File: config.mk
export PLATFORM = sky130hd
export DESIGN_NAME = ant_rate_conv
export DESIGN_NICKNAME = d
export VERILOG_FILES = /design/src/rtl/ant_rc_pkg.sv /design/src/rtl/ant_rc_phase.sv /design/src/rtl/ant_rc_interp.sv /design/src/rtl/ant_rc_decim.sv /design/src/rtl/ant_rate_conv.sv
export SDC_FILE = /design/constraint.sdc
export NUM_CORES = 1
export LEC_CHECK = 0
export ABC_CLOCK_PERIOD_IN_PS = 18500
export BUFFER_PORTS_ARGS = -buffer_cell sky130_fd_sc_hd__buf_2
export CORE_ASPECT_RATIO = 0.75
export CORE_MARGIN = 3
export CORE_UTILIZATION = 56
export CTS_CLUSTER_DIAMETER = 80
export CTS_CLUSTER_SIZE = 14
export DETAILED_ROUTE_END_ITERATION = 8
export PLACE_DENSITY = 0.76
export SLEW_MARGIN = 20
export SYNTH_ARGS = -nofsm -noshare
export SYNTH_HDL_FRONTEND = slang
export SYNTH_SLANG_ARGS = --single-unit
File: constraint.sdc
create_clock -name clk_i -period 18.5 [get_ports clk_i]
set_input_delay 3.7 -clock clk_i [delete_from_list [all_inputs] [get_ports clk_i]]
set_output_delay 3.7 -clock clk_i [all_outputs]
set_load 0.1 [all_outputs]
File: src/rtl/ant_rc_pkg.sv
package ant_rc_pkg;
  localparam int SW = 8;
  localparam int CW = 2 * SW;

  typedef enum logic [1:0] {
    RATE_2X = 2'd0,
    RATE_3X = 2'd1,
    RATE_4X = 2'd2,
    RATE_8X = 2'd3
  } rate_e;

  function automatic logic [3:0] in_factor(rate_e r);
    case (r)
      RATE_2X: return 4'd2;
      RATE_3X: return 4'd3;
      RATE_4X: return 4'd4;
      default: return 4'd8;
    endcase
  endfunction
endpackage

File: src/rtl/ant_rc_phase.sv
module ant_rc_phase
  import ant_rc_pkg::*;
(
  input  logic       clk_i,
  input  logic       rst_ni,
  input  rate_e      rate_i,
  input  logic       in_valid_i,
  input  logic       chip_i,
  output logic [2:0] phase_o
);
  logic [2:0] ph_q;
  logic [3:0] fac;

  always_comb begin
    fac = in_factor(rate_i);
    if (chip_i || ({1'b0, ph_q} >= fac - 4'd1)) phase_o = 3'd0;
    else phase_o = ph_q + 3'd1;
  end

  // reset to 7 so an unmarked first sample wraps to phase 0
  always_ff @(posedge clk_i or negedge rst_ni)
    if (!rst_ni) ph_q <= 3'd7;
    else if (in_valid_i) ph_q <= phase_o;

  AST_PHASE_BOUND: assert property (@(posedge clk_i) disable iff (!rst_ni)
    in_valid_i && $stable(rate_i) |=> ({1'b0, ph_q} < fac));
endmodule

File: src/rtl/ant_rc_interp.sv
module ant_rc_interp
  import ant_rc_pkg::*;
(
  input  logic          clk_i,
  input  logic          rst_ni,
  input  rate_e         rate_i,
  input  logic          in_valid_i,
  input  logic [CW-1:0] in_i,
  output logic          fine_valid_o,
  output logic [CW-1:0] fine_o,
  output logic [CW-1:0] fine_d1_o,
  output logic [CW-1:0] fine_d2_o
);
  localparam int AW = SW + 4;

  logic [2:0]    ratio, k_q;
  logic [1:0]    sh;
  logic [CW-1:0] a_q, b_q;
  logic          busy_q;

  always_comb begin
    case (rate_i)
      RATE_2X: begin ratio = 3'd4; sh = 2'd2; end
      RATE_4X: begin ratio = 3'd2; sh = 2'd1; end
      RATE_8X: begin ratio = 3'd1; sh = 2'd0; end
      default: begin ratio = 3'd0; sh = 2'd0; end
    endcase
  end

  function automatic logic [SW-1:0] mix(logic [SW-1:0] a, logic [SW-1:0] b,
                                        logic [2:0] k, logic [2:0] r, logic [1:0] s);
    logic signed [AW-1:0] wa, wb, wk, wr, acc;
    wa  = AW'($signed(a));
    wb  = AW'($signed(b));
    wk  = $signed({{(AW-3){1'b0}}, k});
    wr  = $signed({{(AW-3){1'b0}}, r});
    acc = wa * (wr - wk) + wb * wk + (wr >>> 1);
    acc = acc >>> s;
    return SW'(acc);
  endfunction

  always_ff @(posedge clk_i or negedge rst_ni) begin
    if (!rst_ni) begin
      a_q <= '0; b_q <= '0; k_q <= '0; busy_q <= 1'b0;
      fine_valid_o <= 1'b0; fine_o <= '0; fine_d1_o <= '0; fine_d2_o <= '0;
    end else begin
      fine_valid_o <= busy_q && (ratio != 3'd0);
      if (busy_q && ratio != 3'd0) begin
        fine_o    <= {mix(a_q[CW-1:SW], b_q[CW-1:SW], k_q, ratio, sh),
                      mix(a_q[SW-1:0], b_q[SW-1:0], k_q, ratio, sh)};
        fine_d1_o <= fine_o;
        fine_d2_o <= fine_d1_o;
      end
      if (in_valid_i && ratio != 3'd0) begin
        a_q <= b_q; b_q <= in_i; k_q <= '0; busy_q <= 1'b1;
      end else if (busy_q) begin
        k_q <= k_q + 3'd1;
        if (ratio == 3'd0 || k_q == ratio - 3'd1) busy_q <= 1'b0;
      end
    end
  end

  AST_STEP_RANGE: assert property (@(posedge clk_i) disable iff (!rst_ni)
    busy_q && ratio != 3'd0 |-> k_q < ratio);
  AST_FINE_BOUNDED: assert property (@(posedge clk_i) disable iff (!rst_ni)
    fine_valid_o |->
      (($signed(fine_o[CW-1:SW]) >= $signed($past(a_q[CW-1:SW])) &&
        $signed(fine_o[CW-1:SW]) <= $signed($past(b_q[CW-1:SW]))) ||
       ($signed(fine_o[CW-1:SW]) <= $signed($past(a_q[CW-1:SW])) &&
        $signed(fine_o[CW-1:SW]) >= $signed($past(b_q[CW-1:SW])))));
  AST_NO_FINE_3X: assert property (@(posedge clk_i) disable iff (!rst_ni)
    rate_i == RATE_3X |=> !fine_valid_o);
endmodule

File: src/rtl/ant_rc_decim.sv
module ant_rc_decim
  import ant_rc_pkg::*;
(
  input  logic          clk_i,
  input  logic          rst_ni,
  input  rate_e         rate_i,
  input  logic          in_valid_i,
  input  logic [2:0]    phase_i,
  input  logic [CW-1:0] in_i,
  output logic          srch_valid_o,
  output logic [CW-1:0] srch_o,
  output logic          pwr_valid_o,
  output logic [CW-1:0] pwr_o
);
  logic [CW-1:0] last_q;
  logic          keep2, half;

  always_comb begin
    case (rate_i)
      RATE_2X: keep2 = 1'b1;
      RATE_4X: keep2 = (phase_i[0] == 1'b0);
      RATE_8X: keep2 = (phase_i[1:0] == 2'd0);
      default: keep2 = (phase_i == 3'd0) || (phase_i == 3'd2);
    endcase
    half = (rate_i == RATE_3X) && (phase_i == 3'd2);
  end

  function automatic logic [SW-1:0] avg(logic [SW-1:0] a, logic [SW-1:0] b);
    logic signed [SW+1:0] s;
    s = (SW+2)'($signed(a)) + (SW+2)'($signed(b)) + (SW+2)'(1);
    s = s >>> 1;
    return SW'(s);
  endfunction

  always_ff @(posedge clk_i or negedge rst_ni) begin
    if (!rst_ni) begin
      last_q <= '0; srch_valid_o <= 1'b0; srch_o <= '0;
      pwr_valid_o <= 1'b0; pwr_o <= '0;
    end else begin
      srch_valid_o <= in_valid_i && keep2;
      pwr_valid_o  <= in_valid_i && (phase_i == 3'd0);
      if (in_valid_i) begin
        last_q <= in_i;
        if (keep2)
          srch_o <= half ? {avg(last_q[CW-1:SW], in_i[CW-1:SW]),
                            avg(last_q[SW-1:0], in_i[SW-1:0])} : in_i;
        if (phase_i == 3'd0) pwr_o <= in_i;
      end
    end
  end

  AST_PWR_EQ_SRCH: assert property (@(posedge clk_i) disable iff (!rst_ni)
    pwr_valid_o |-> srch_valid_o && (srch_o == pwr_o));
  AST_SRCH_HOLD: assert property (@(posedge clk_i) disable iff (!rst_ni)
    !srch_valid_o && !$past(srch_valid_o) |-> $stable(srch_o));
endmodule

File: src/rtl/ant_rate_conv.sv
module ant_rate_conv
  import ant_rc_pkg::*;
(
  input  logic          clk_i,
  input  logic          rst_ni,
  input  logic          cfg_we_i,
  input  logic [1:0]    cfg_rate_i,
  input  logic          in_valid_i,
  input  logic          chip_i,
  input  logic [CW-1:0] in_i,
  output logic          fine_valid_o,
  output logic [CW-1:0] fine_o,
  output logic [CW-1:0] fine_d1_o,
  output logic [CW-1:0] fine_d2_o,
  output logic          srch_valid_o,
  output logic [CW-1:0] srch_o,
  output logic          pwr_valid_o,
  output logic [CW-1:0] pwr_o
);
  rate_e      rate_q;
  logic [2:0] phase;

  always_ff @(posedge clk_i or negedge rst_ni)
    if (!rst_ni) rate_q <= RATE_2X;
    else if (cfg_we_i) rate_q <= rate_e'(cfg_rate_i);

  ant_rc_phase u_phase (
    .clk_i, .rst_ni, .rate_i(rate_q), .in_valid_i, .chip_i, .phase_o(phase)
  );

  ant_rc_interp u_interp (
    .clk_i, .rst_ni, .rate_i(rate_q), .in_valid_i, .in_i,
    .fine_valid_o, .fine_o, .fine_d1_o, .fine_d2_o
  );

  ant_rc_decim u_decim (
    .clk_i, .rst_ni, .rate_i(rate_q), .in_valid_i, .phase_i(phase), .in_i,
    .srch_valid_o, .srch_o, .pwr_valid_o, .pwr_o
  );

  AST_CFG_HOLD: assert property (@(posedge clk_i) disable iff (!rst_ni)
    !cfg_we_i |=> $stable(rate_q));
endmodule

==> results of run 1 <==
area by class of cell:
class / instances / area share [%]
tap: 242 / 2.54
clock buffer: 20 / 3.75
clock inverter: 12 / 1.55
timing repair buffer: 114 / 5.03
multi-input combinational: 760 / 53.2
sequential: 140 / 29.4
inverter: 141 / 4.44
cell families (layout without fill, tap and decap cells):
family                   count (synthesis)  count (layout)  share of synthesized area [%]
AO/OA/AOI/OAI                          157             157                           9.66
multiplexers                            76              76                           8.03
XOR/XNOR                                18              18                           1.49
flip-flops                             140             140                           33.2
AND/OR/NAND/NOR                        344             344                           15.6
adder cells (fa/ha/maj)                165             165                           25.3
buffers and inverters                  184             287                           6.73
placed cells by master (no fill, tap or decap), types with 23 or more instances in the layout:
cell type / netlist / final
fa_1: 80 / 80
inv_1: 140 / 140
nor2b_1: 23 / 23
ha_1: 85 / 85
and2_1: 55 / 55
dfrtp_1: 137 / 137
a21oi_1: 39 / 39
buf_2: 12 / 104
mux2_2: 69 / 69
nand2_1: 160 / 160
nor2_1: 39 / 39
o21ai_0: 37 / 37
state kept, by name (all words and copies together), names as in the netlist:
signal / count
rate_q: 2
u_decim.last_q: 16
u_decim.pwr_o: 16
u_decim.pwr_valid_o: 1
u_decim.srch_o: 16
u_decim.srch_valid_o: 1
u_interp.a_q: 16
u_interp.b_q: 16
u_interp.busy_q: 1
u_interp.fine_d1_o: 16
u_interp.fine_d2_o: 16
u_interp.fine_o: 16
u_interp.fine_valid_o: 1
u_interp.k_q: 3
u_phase.ph_q: 3
through the flow:
step	instances	worst slack [ns]	hold WS (ns)
4_1_cts	1429	12.46	0.474
6_report	1429	12.47	0.466
3_3_place_gp	1397	12.65	0.454
5_1_grt	1429	11.88	0.503
3_5_place_dp	1397	12.46	0.458
2_1_floorplan	1084	12.45	0.460
metal layers:
metal  part of all wire (%)  track usage, %  up-vias
met2                     46            38.8      289
met4                    1.5            5.92        0
met3                    7.3            5.65       30
met1                     45            35.0     3976
met5                      0               0        -
li1                       -               -     3740
worst max path at each step:
stage / end / depth (start not counted)
global placement: u_interp.fine_o[14] / 18
CTS: u_interp.fine_o[6] / 19
finish: u_interp.fine_o[6] / 19
detailed placement: u_interp.fine_o[14] / 18
floorplan: u_interp.fine_o[15] / 22
global route: u_interp.fine_o[6] / 19
worst register-to-register path, cell delays in order (launching register included):
cell	delay [ns]
dfrtp_1	0.35
buf_4	0.30
nand2_1	0.12
ha_1	0.25
o21ai_0	0.19
a21oi_1	0.11
o32ai_2	0.55
inv_1	0.27
fa_1	0.56
fa_1	0.53
inv_1	0.06
fa_1	0.47
inv_1	0.05
fa_1	0.49
ha_1	0.32
a211oi_1	0.42
o21bai_1	0.18
a2111oi_0	0.44
a211oi_1	0.09
o211ai_1	0.18
==> results.sh, run 1 <==
export IMPL_drtPass1Iterations=5
export IMPL_synth_edf_count=0
export IMPL_final_area_sq_mm=0.0119
export IMPL_hold_path_end="u_interp.fine_d2_o[7]"
export IMPL_rows=42
export IMPL_crit_required_ns=18.83
export IMPL_fin_util_pct=65.9
export IMPL_synthesis_area_sq_mm=0.0105
export IMPL_diodes=0
export IMPL_grt_pass1_wl_um=40700
export IMPL_via_count=8035
export IMPL_dp_hpwl_um=17600
export IMPL_htreeDepth=4
export IMPL_worst_ep_arrival_time_ns=6.36
export IMPL_ios=106
export IMPL_synth_most_common_cell="nand2_1"
export IMPL_cp_max_fo=26
export IMPL_synth_cell_type_count=65
export IMPL_multi_input_comb_area_sq_mm=0.00634
export IMPL_yosys_top_cells_area="dfrtp_1 32%, fa_1 15%, ha_1 10%"
export IMPL_min_delay_start="u_interp.fine_d2_o[7]"
export IMPL_place_area_sq_mm=0.0113
export IMPL_critPathBufInv=4
export IMPL_place_congestion=0.828
export IMPL_seqCellArea_sq_mm=0.00351
export IMPL_finalSetupTns_ns=0
export IMPL_setup_violations_final=0
export IMPL_clkSlewWorstSetupHoldPaths_ns=0.06
export IMPL_synth_seq_area_share_pct=33.2
export IMPL_drc_errors=0
export IMPL_status="complete, no violations"
export IMPL_synth_async_reset_ratio_pct=100
export IMPL_start_kind="register"
export IMPL_die_y_um=125
export IMPL_clk_path_buf_depth=2
export IMPL_tightest_slew_ns=0.983
export IMPL_io_buffers=105
export IMPL_synth_common_cells="160 x nand2_1, 140 x inv_1, 137 x dfrtp_1, 85 x ha_1, 80 x fa_1"
export IMPL_reg2reg_to="u_interp.fine_o[6]"
export IMPL_drv_cap=0
export IMPL_grt_max_degree=72
export IMPL_synth_warnings=0
export IMPL_period_share_pct=32.6
export IMPL_cp_common_cell="fa_1"
export IMPL_holdCritPathClass="reg -> reg"
export IMPL_synth_seq_cells=140
export IMPL_drtIter0Drc=581
export IMPL_final_nets=1362
export IMPL_die_w_um=164
export IMPL_syn_nets=1272
export IMPL_slowest_stage="fa_1"
export IMPL_slew_headroom_pct=34.5
export IMPL_fillers=1435
export IMPL_hold_path_depth=2
export IMPL_synth_top_area_share_pct=32.5
export IMPL_ys_flop_type="dfrtp_1"
export IMPL_grt_pass1_vias=8118
export IMPL_post_drt_wl_per_cell_um=16.9
export IMPL_r2r_start="rate_q[1]"
export IMPL_ctsResizeCount=0
export IMPL_fin_crit_ns=6.03
export IMPL_syn_instance_count=1084
export IMPL_slew_violations=0
export IMPL_path_cells="buf_4, nand2_1, ha_1, o21ai_0, a21oi_1, o32ai_2, inv_1, fa_1, fa_1, inv_1, fa_1, inv_1, fa_1, ha_1, a211oi_1, o21bai_1, a2111oi_0, a211oi_1, o211ai_1"
export IMPL_clk_latency_ns=0.43
export IMPL_r2r_slack_ns=12.47
export IMPL_endpoint_kind="register"
export IMPL_postCtsHoldBufs=0
export IMPL_rsz0062_at_grt="no"
export IMPL_fmax_mhz=166
export IMPL_crit_family="adder cells"
export IMPL_drt_vias_per_instance=5.62
export IMPL_ant_nets=0
export IMPL_initial_utilization_pct=58.4
export IMPL_core_area_sq_mm=0.0181
export IMPL_routed_wl_um=24200
export IMPL_critPathLaunch="rate_q[1]"
export IMPL_r2r_cells=19
export IMPL_synth_top_area_cell="dfrtp_1"
export IMPL_grt_use_total_pct=24.7
export IMPL_clockRootBuffer="clkbuf_16"
export IMPL_antenna_found_initial=0
export IMPL_path_class="reg -> reg"
export IMPL_skew_ns=0.0105
export IMPL_numCtsBuffers=17
export IMPL_drive_gt1_share_pct=20.3
export IMPL_cts_tree="yes"
export IMPL_cts_sinks=140
export IMPL_grt_overflow=0
export IMPL_die_area_sq_mm=0.0205
export IMPL_area_growth_pct=12.9
export IMPL_avgSynthCellArea_sq_um=9.73
export IMPL_post_cts_buffers=0
export IMPL_max_stage_delay_ns=0.56
export IMPL_hold_violations=0
Power of run 1 is not shown: default switching activity piles up to over one toggle a cycle in this logic, so the estimate is an artifact.
==> run 2, diff against run 1 <==
--- a/config.mk
+++ b/config.mk
@@ -5,15 +5,16 @@
 export SDC_FILE = /design/constraint.sdc
 export NUM_CORES = 1
 export LEC_CHECK = 0
-export ABC_CLOCK_PERIOD_IN_PS = 18500
+export ABC_AREA = 1
+export ABC_CLOCK_PERIOD_IN_PS = 5200
 export BUFFER_PORTS_ARGS = -buffer_cell sky130_fd_sc_hd__buf_2
 export CORE_ASPECT_RATIO = 0.75
 export CORE_MARGIN = 3
-export CORE_UTILIZATION = 56
+export CORE_UTILIZATION = 55
 export CTS_CLUSTER_DIAMETER = 80
 export CTS_CLUSTER_SIZE = 14
 export DETAILED_ROUTE_END_ITERATION = 8
-export PLACE_DENSITY = 0.76
+export PLACE_DENSITY = 0.78
 export SLEW_MARGIN = 20
 export SYNTH_ARGS = -nofsm -noshare
 export SYNTH_HDL_FRONTEND = slang
==> constraint.sdc (replaced) <==
create_clock -name clk_i -period 5.2 [get_ports clk_i]
set_input_delay 1.04 -clock clk_i [delete_from_list [all_inputs] [get_ports clk_i]]
set_output_delay 1.04 -clock clk_i [all_outputs]
set_load 0.1 [all_outputs]
==> run 2 against run 1 <==
Net effect: fmax up 21%; sequential share of layout area down 0.78 points; hold slack about the same; synthesized cell count up 26%; setup slack worse by 12 ns; final area up 2.8%; flip-flop and latch count unchanged; critical path depth up 8; utilization down 0.51 points; highest routed layer unchanged.
==> results.sh, run 2 <==
export IMPL_holdCritPathClass="reg -> reg"
export IMPL_synth_top_area_share_pct=32.3
export IMPL_drt_vias_per_instance=5.21
export IMPL_synth_warnings=0
export IMPL_die_area_sq_mm=0.0210
export IMPL_endpoint_kind="register"
export IMPL_slowest_stage="fa_1"
export IMPL_drtPass1Iterations=5
export IMPL_crit_required_ns=5.53
export IMPL_path_class="reg -> reg"
export IMPL_area_growth_pct=15.4
export IMPL_place_congestion=0.898
export IMPL_ant_nets=0
export IMPL_routed_wl_um=25500
export IMPL_drc_errors=0
export IMPL_dp_hpwl_um=19000
export IMPL_cp_max_fo=5
export IMPL_clockRootBuffer="clkbuf_16"
export IMPL_start_kind="register"
export IMPL_final_cell_mix="427 x nand2_1, 287 x inv_1, 136 x dfrtp_1"
export IMPL_r2r_start="rate_q[0]"
export IMPL_synth_top_area_cell="dfrtp_1"
export IMPL_drtIter0Drc=765
export IMPL_via_count=9021
export IMPL_slew_headroom_pct=36.6
export IMPL_drv_cap=0
export IMPL_htreeDepth=4
export IMPL_core_area_sq_mm=0.0187
export IMPL_fin_crit_ns=4.97
export IMPL_cp_common_cell="fa_1"
export IMPL_synth_most_common_cell="nand2_1"
export IMPL_avgSynthCellArea_sq_um=7.78
export IMPL_synth_common_cells="436 x nand2_1, 292 x inv_1, 137 x dfrtp_1, 98 x o21ai_0, 85 x ha_1"
export IMPL_grt_overflow=0
export IMPL_synth_seq_cells=140
export IMPL_min_delay_start="u_decim.srch_o[9]"
export IMPL_holdWs_ns=0.466
export IMPL_final_area_sq_mm=0.0122
export IMPL_layout_commonest_cell="nand2_1"
export IMPL_fmax_mhz=201
export IMPL_yosys_top_cells_area="dfrtp_1 32%, nand2_1 15%, fa_1 15%"
export IMPL_io_buffers=105
export IMPL_synth_cell_type_count=34
export IMPL_ios=106
export IMPL_drive_gt1_share_pct=14.4
export IMPL_rows=43
export IMPL_die_y_um=126
export IMPL_hold_violations=0
export IMPL_syn_instance_count=1364
export IMPL_initial_utilization_pct=56.7
export IMPL_place_area_sq_mm=0.0114
export IMPL_fillers=1559
export IMPL_skew_ns=0.0104
export IMPL_synthesis_area_sq_mm=0.0106
export IMPL_clk_latency_ns=0.43
export IMPL_max_stage_delay_ns=0.51
export IMPL_syn_nets=1552
export IMPL_grt_pass1_vias=8571
export IMPL_status="complete, no violations"
export IMPL_postCtsHoldBufs=0
export IMPL_antenna_found_initial=0
export IMPL_grt_use_total_pct=24.7
export IMPL_cts_tree="yes"
export IMPL_grt_pass1_wl_um=42600
export IMPL_slew_violations=0
export IMPL_finalSetupTns_ns=0
export IMPL_setup_violations_final=0
export IMPL_seqCellArea_sq_mm=0.00351
export IMPL_tightest_slew_ns=0.951
export IMPL_worst_ep_arrival_time_ns=5.29
export IMPL_final_nets=1660
export IMPL_synth_async_reset_ratio_pct=100
export IMPL_critPathLaunch="rate_q[0]"
export IMPL_clk_path_buf_depth=2
export IMPL_numCtsBuffers=17
export IMPL_clkSlewWorstSetupHoldPaths_ns=0.06
export IMPL_multi_input_comb_area_sq_mm=0.00600
export IMPL_period_share_pct=95.6
export IMPL_synth_edf_count=0
export IMPL_grt_max_degree=107
export IMPL_synth_seq_area_share_pct=33.1
export IMPL_post_drt_wl_per_cell_um=14.7
export IMPL_die_w_um=166
export IMPL_diodes=0
export IMPL_ys_flop_type="dfrtp_1"
export IMPL_cts_sinks=140
## run 2: cells by family after synthesis
family          Yosys count  synth area share, %
fa+ha+maj               165                 25.1
buf+inv                 341                 12.3
compound gates          138                 6.94
xor+xnor                 17                 1.40
flops                   140                 33.1
simple gates            563                 21.2
## run 2: per-stage QoR
stage | utilization, % | std cells | worst slack, ns
after floorplan | - | 1364 | 0.188
after global placement | 61.2 | 1697 | 0.202
after detailed placement | 61.2 | 1697 | 0.0420
after CTS | 64.1 | 1729 | 0.0240
after global routing | 65.4 | 1732 | -0.0599
final | 65.4 | 1732 | 0.231
## run 2: metal layers
metal / routed length [um] / track usage, %
met1: 11800 / 37.0
met2: 11500 / 36.9
met3: 1750 / 5.24
met4: 534 / 6.55
met5: 0 / 0
## run 2: layout make-up
cell class,instances,area share (%)
clock buffer,20,3.65
tap,247,2.52
inverter,298,9.16
timing repair buffer,132,6.03
clock inverter,12,0.920
multi-input combinational,883,49.1
sequential,140,28.7
## run 2: worst paths after layout
path                                           to  slack, ns  depth (start not counted)
max in group asynchronous         u_phase.ph_q[2]       3.40                          2
min                             u_decim.srch_o[9]       0.47                          2
min in group asynchronous  u_interp.fine_d2_o[13]       0.72                          1
max reg2reg                   u_interp.fine_o[13]       0.23                         27
min reg2reg                     u_decim.srch_o[9]       0.47                          2
max                           u_interp.fine_o[13]       0.23                         27
## run 2: critical path, delay by kind of cell, from the launching register on
kind,cells,cell delay [ns]
buffers and inverters,7,0.59
AND/OR/NAND/NOR,13,1.50
flip-flops,1,0.44
adder cells (fa/ha/maj),6,2.21
AO/OA/AOI/OAI,1,0.13
## run 2: timing repair
| action | 4_1_cts | 5_1_grt |
|---|---|---|
| setup endpoints to repair | 0 | 12 |
| gates resized for setup | 0 | 48 |
| buffers inserted | 0 | 3 |
Power of run 2 is left out for the same reason.
==> run 3, diff against run 2 <==
--- a/config.mk
+++ b/config.mk
@@ -7,14 +7,16 @@
 export LEC_CHECK = 0
 export ABC_AREA = 1
 export ABC_CLOCK_PERIOD_IN_PS = 5200
-export BUFFER_PORTS_ARGS = -buffer_cell sky130_fd_sc_hd__buf_2
+export BUFFER_PORTS_ARGS = -buffer_cell sky130_fd_sc_hd__clkbuf_2
+export CELL_PAD_IN_SITES_DETAIL_PLACEMENT = 0
+export CELL_PAD_IN_SITES_GLOBAL_PLACEMENT = 1
 export CORE_ASPECT_RATIO = 0.75
 export CORE_MARGIN = 3
-export CORE_UTILIZATION = 55
+export CORE_UTILIZATION = 41
 export CTS_CLUSTER_DIAMETER = 80
 export CTS_CLUSTER_SIZE = 14
 export DETAILED_ROUTE_END_ITERATION = 8
-export PLACE_DENSITY = 0.78
+export PLACE_DENSITY_LB_ADDON = 0.1
 export SLEW_MARGIN = 20
 export SYNTH_ARGS = -nofsm -noshare
 export SYNTH_HDL_FRONTEND = slang
==> run 3 against run 2 <==
Net effect: clock skew barely moved; final area rose by 1.6%; fmax rose by 0.80%; die area rose by 33%; first-iteration DRC count fell by 31%; hold slack improved by 0.0033 ns; via count fell by 4.9%; cell count rose by 5.5%; register-to-register slack improved by 0.04 ns; wire length rose by 3.3%; critical path type unchanged.
==> results.sh, run 3 (synthesis gave the netlist of run 2 again) <==
export IMPL_fillers=2545
export IMPL_drc_errors=0
export IMPL_initial_utilization_pct=42.1
export IMPL_drv_cap=0
export IMPL_start_kind="register"
export IMPL_drtIter0Drc=530
export IMPL_ant_nets=0
export IMPL_use_met1_pct=31.5
export IMPL_slew_violations=0
export IMPL_grt_pass1_vias=8288
export IMPL_die_w_um=192
export IMPL_fmax_mhz=203
export IMPL_seqCellArea_sq_mm=0.00351
export IMPL_layout_commonest_cell="nand2_1"
export IMPL_routed_wl_um=26300
export IMPL_multi_input_comb_area_sq_mm=0.00603
export IMPL_cts_sinks=140
export IMPL_final_nets=1665
export IMPL_place_area_sq_mm=0.0116
export IMPL_slew_headroom_pct=32.8
export IMPL_period_share_pct=94.8
export IMPL_status="complete, no violations"
export IMPL_grt_overflow=0
export IMPL_clockRootBuffer="clkbuf_16"
export IMPL_area_growth_pct=17.2
export IMPL_tightest_slew_ns=1.00
export IMPL_clk_latency_ns=0.43
export IMPL_use_met2_pct=27.9
export IMPL_post_drt_wl_per_cell_um=14.4
export IMPL_rows=50
export IMPL_worst_ep_arrival_time_ns=5.24
export IMPL_cp_max_fo=7
export IMPL_endpoint_kind="register"
export IMPL_grt_max_degree=59
export IMPL_hold_violations=0
export IMPL_grt_use_total_pct=19.9
export IMPL_holdCritPathClass="reg -> reg"
export IMPL_diodes=0
export IMPL_io_buffers=105
export IMPL_antenna_found_initial=0
export IMPL_fin_crit_ns=4.93
export IMPL_grt_pass1_wl_um=44300
export IMPL_via_count=8580
export IMPL_skew_ns=0.0106
export IMPL_setup_violations_final=0
export IMPL_path_class="reg -> reg"
export IMPL_clkSlewWorstSetupHoldPaths_ns=0.06
export IMPL_die_y_um=145
export IMPL_use_met3_pct=3.29
export IMPL_final_area_sq_mm=0.0124
export IMPL_die_area_sq_mm=0.0279
export IMPL_crit_required_ns=5.51
export IMPL_clk_path_buf_depth=2
export IMPL_drive_gt1_share_pct=15.4
export IMPL_drt_vias_per_instance=4.69
export IMPL_grt_busiest_layer="met1"
export IMPL_place_congestion=0.850
export IMPL_dp_hpwl_um=20100
export IMPL_cts_tree="yes"
export IMPL_final_cell_mix="422 x nand2_1, 285 x inv_1, 135 x dfrtp_1"
export IMPL_fin_util_pct=49.3
export IMPL_numCtsBuffers=17
export IMPL_htreeDepth=4
export IMPL_core_area_sq_mm=0.0252
export IMPL_drtPass1Iterations=6
export IMPL_ios=106
[run 3: changes by cell type in the layout (fill, tap and decap cells not counted), sizes merged]
| cell | change |
|---|---|
| buf | -99 |
| clkbuf | +103 |
| clkinv | +5 |
| inv | -4 |
[run 3: area by class of cell]
class	count	share of cell area [%]
inverter	298	9.07
timing repair buffer	137	6.24
clock buffer	19	3.56
tap	338	3.40
multi-input combinational	883	48.5
clock inverter	13	0.956
sequential	140	28.2
[run 3: per-stage QoR]
| stage | hold slack [ns] | TNS (ns) | setup WS, ns | cells |
|---|---|---|---|---|
| finish | 0.469 | 0 | 0.270 | 1828 |
| global route | 0.497 | -0.0331 | -0.0151 | 1828 |
| CTS | 0.476 | 0 | 0.0112 | 1820 |
| detailed placement | 0.460 | 0 | 0.0380 | 1788 |
| global placement | 0.457 | 0 | 0.0686 | 1788 |
| floorplan | 0.457 | 0 | 0.188 | 1364 |
[run 3: repair_timing]
item | CTS | global route
hold buffers | 0 | 0
setup endpoints to repair | 0 | 13
buffers inserted | 0 | 8
resized for setup | 0 | 61
[run 3: worst paths after layout]
kind | start | slack (ns) | end | cells past startpoint
max | rate_q[0] | 0.27 | u_interp.fine_o[15] | 27
min | u_decim.srch_o[2] | 0.47 | u_decim.srch_o[2] | 2
max reg2reg | rate_q[0] | 0.27 | u_interp.fine_o[15] | 27
min reg2reg | u_decim.srch_o[2] | 0.47 | u_decim.srch_o[2] | 2
max in group asynchronous | rst_ni | 3.61 | u_interp.fine_d1_o[10] | 2
min in group asynchronous | rst_ni | 0.56 | u_interp.fine_d1_o[6] | 1
[run 3: layer usage]
layer	part of all wire, %	up-vias
li1	-	4343
met1	54	4069
met2	41	144
met3	3.8	24
met4	1.3	0
met5	0	-
[run 3: worst max-delay path: stages, from the launching register on]
cell and delay [ns]:
dfrtp_2 0.45, inv_2 0.09, nand2_4 0.06, nor2_4 0.11, nor2_1 0.06, ha_1 0.18, or2_1 0.21, or2_1 0.24
nand2_2 0.10, clkinv_4 0.09, buf_4 0.15, nand2_1 0.07, fa_1 0.41, inv_1 0.08, fa_1 0.41, inv_1 0.08
fa_1 0.44, fa_1 0.55, inv_1 0.07, ha_4 0.27, nand2_1 0.08, inv_1 0.05, a21oi_2 0.14, nand2_1 0.06
nand2_1 0.05, nand3_1 0.09, nand4_1 0.11, nand2_1 0.07
Power of run 3 is left out for the same reason.
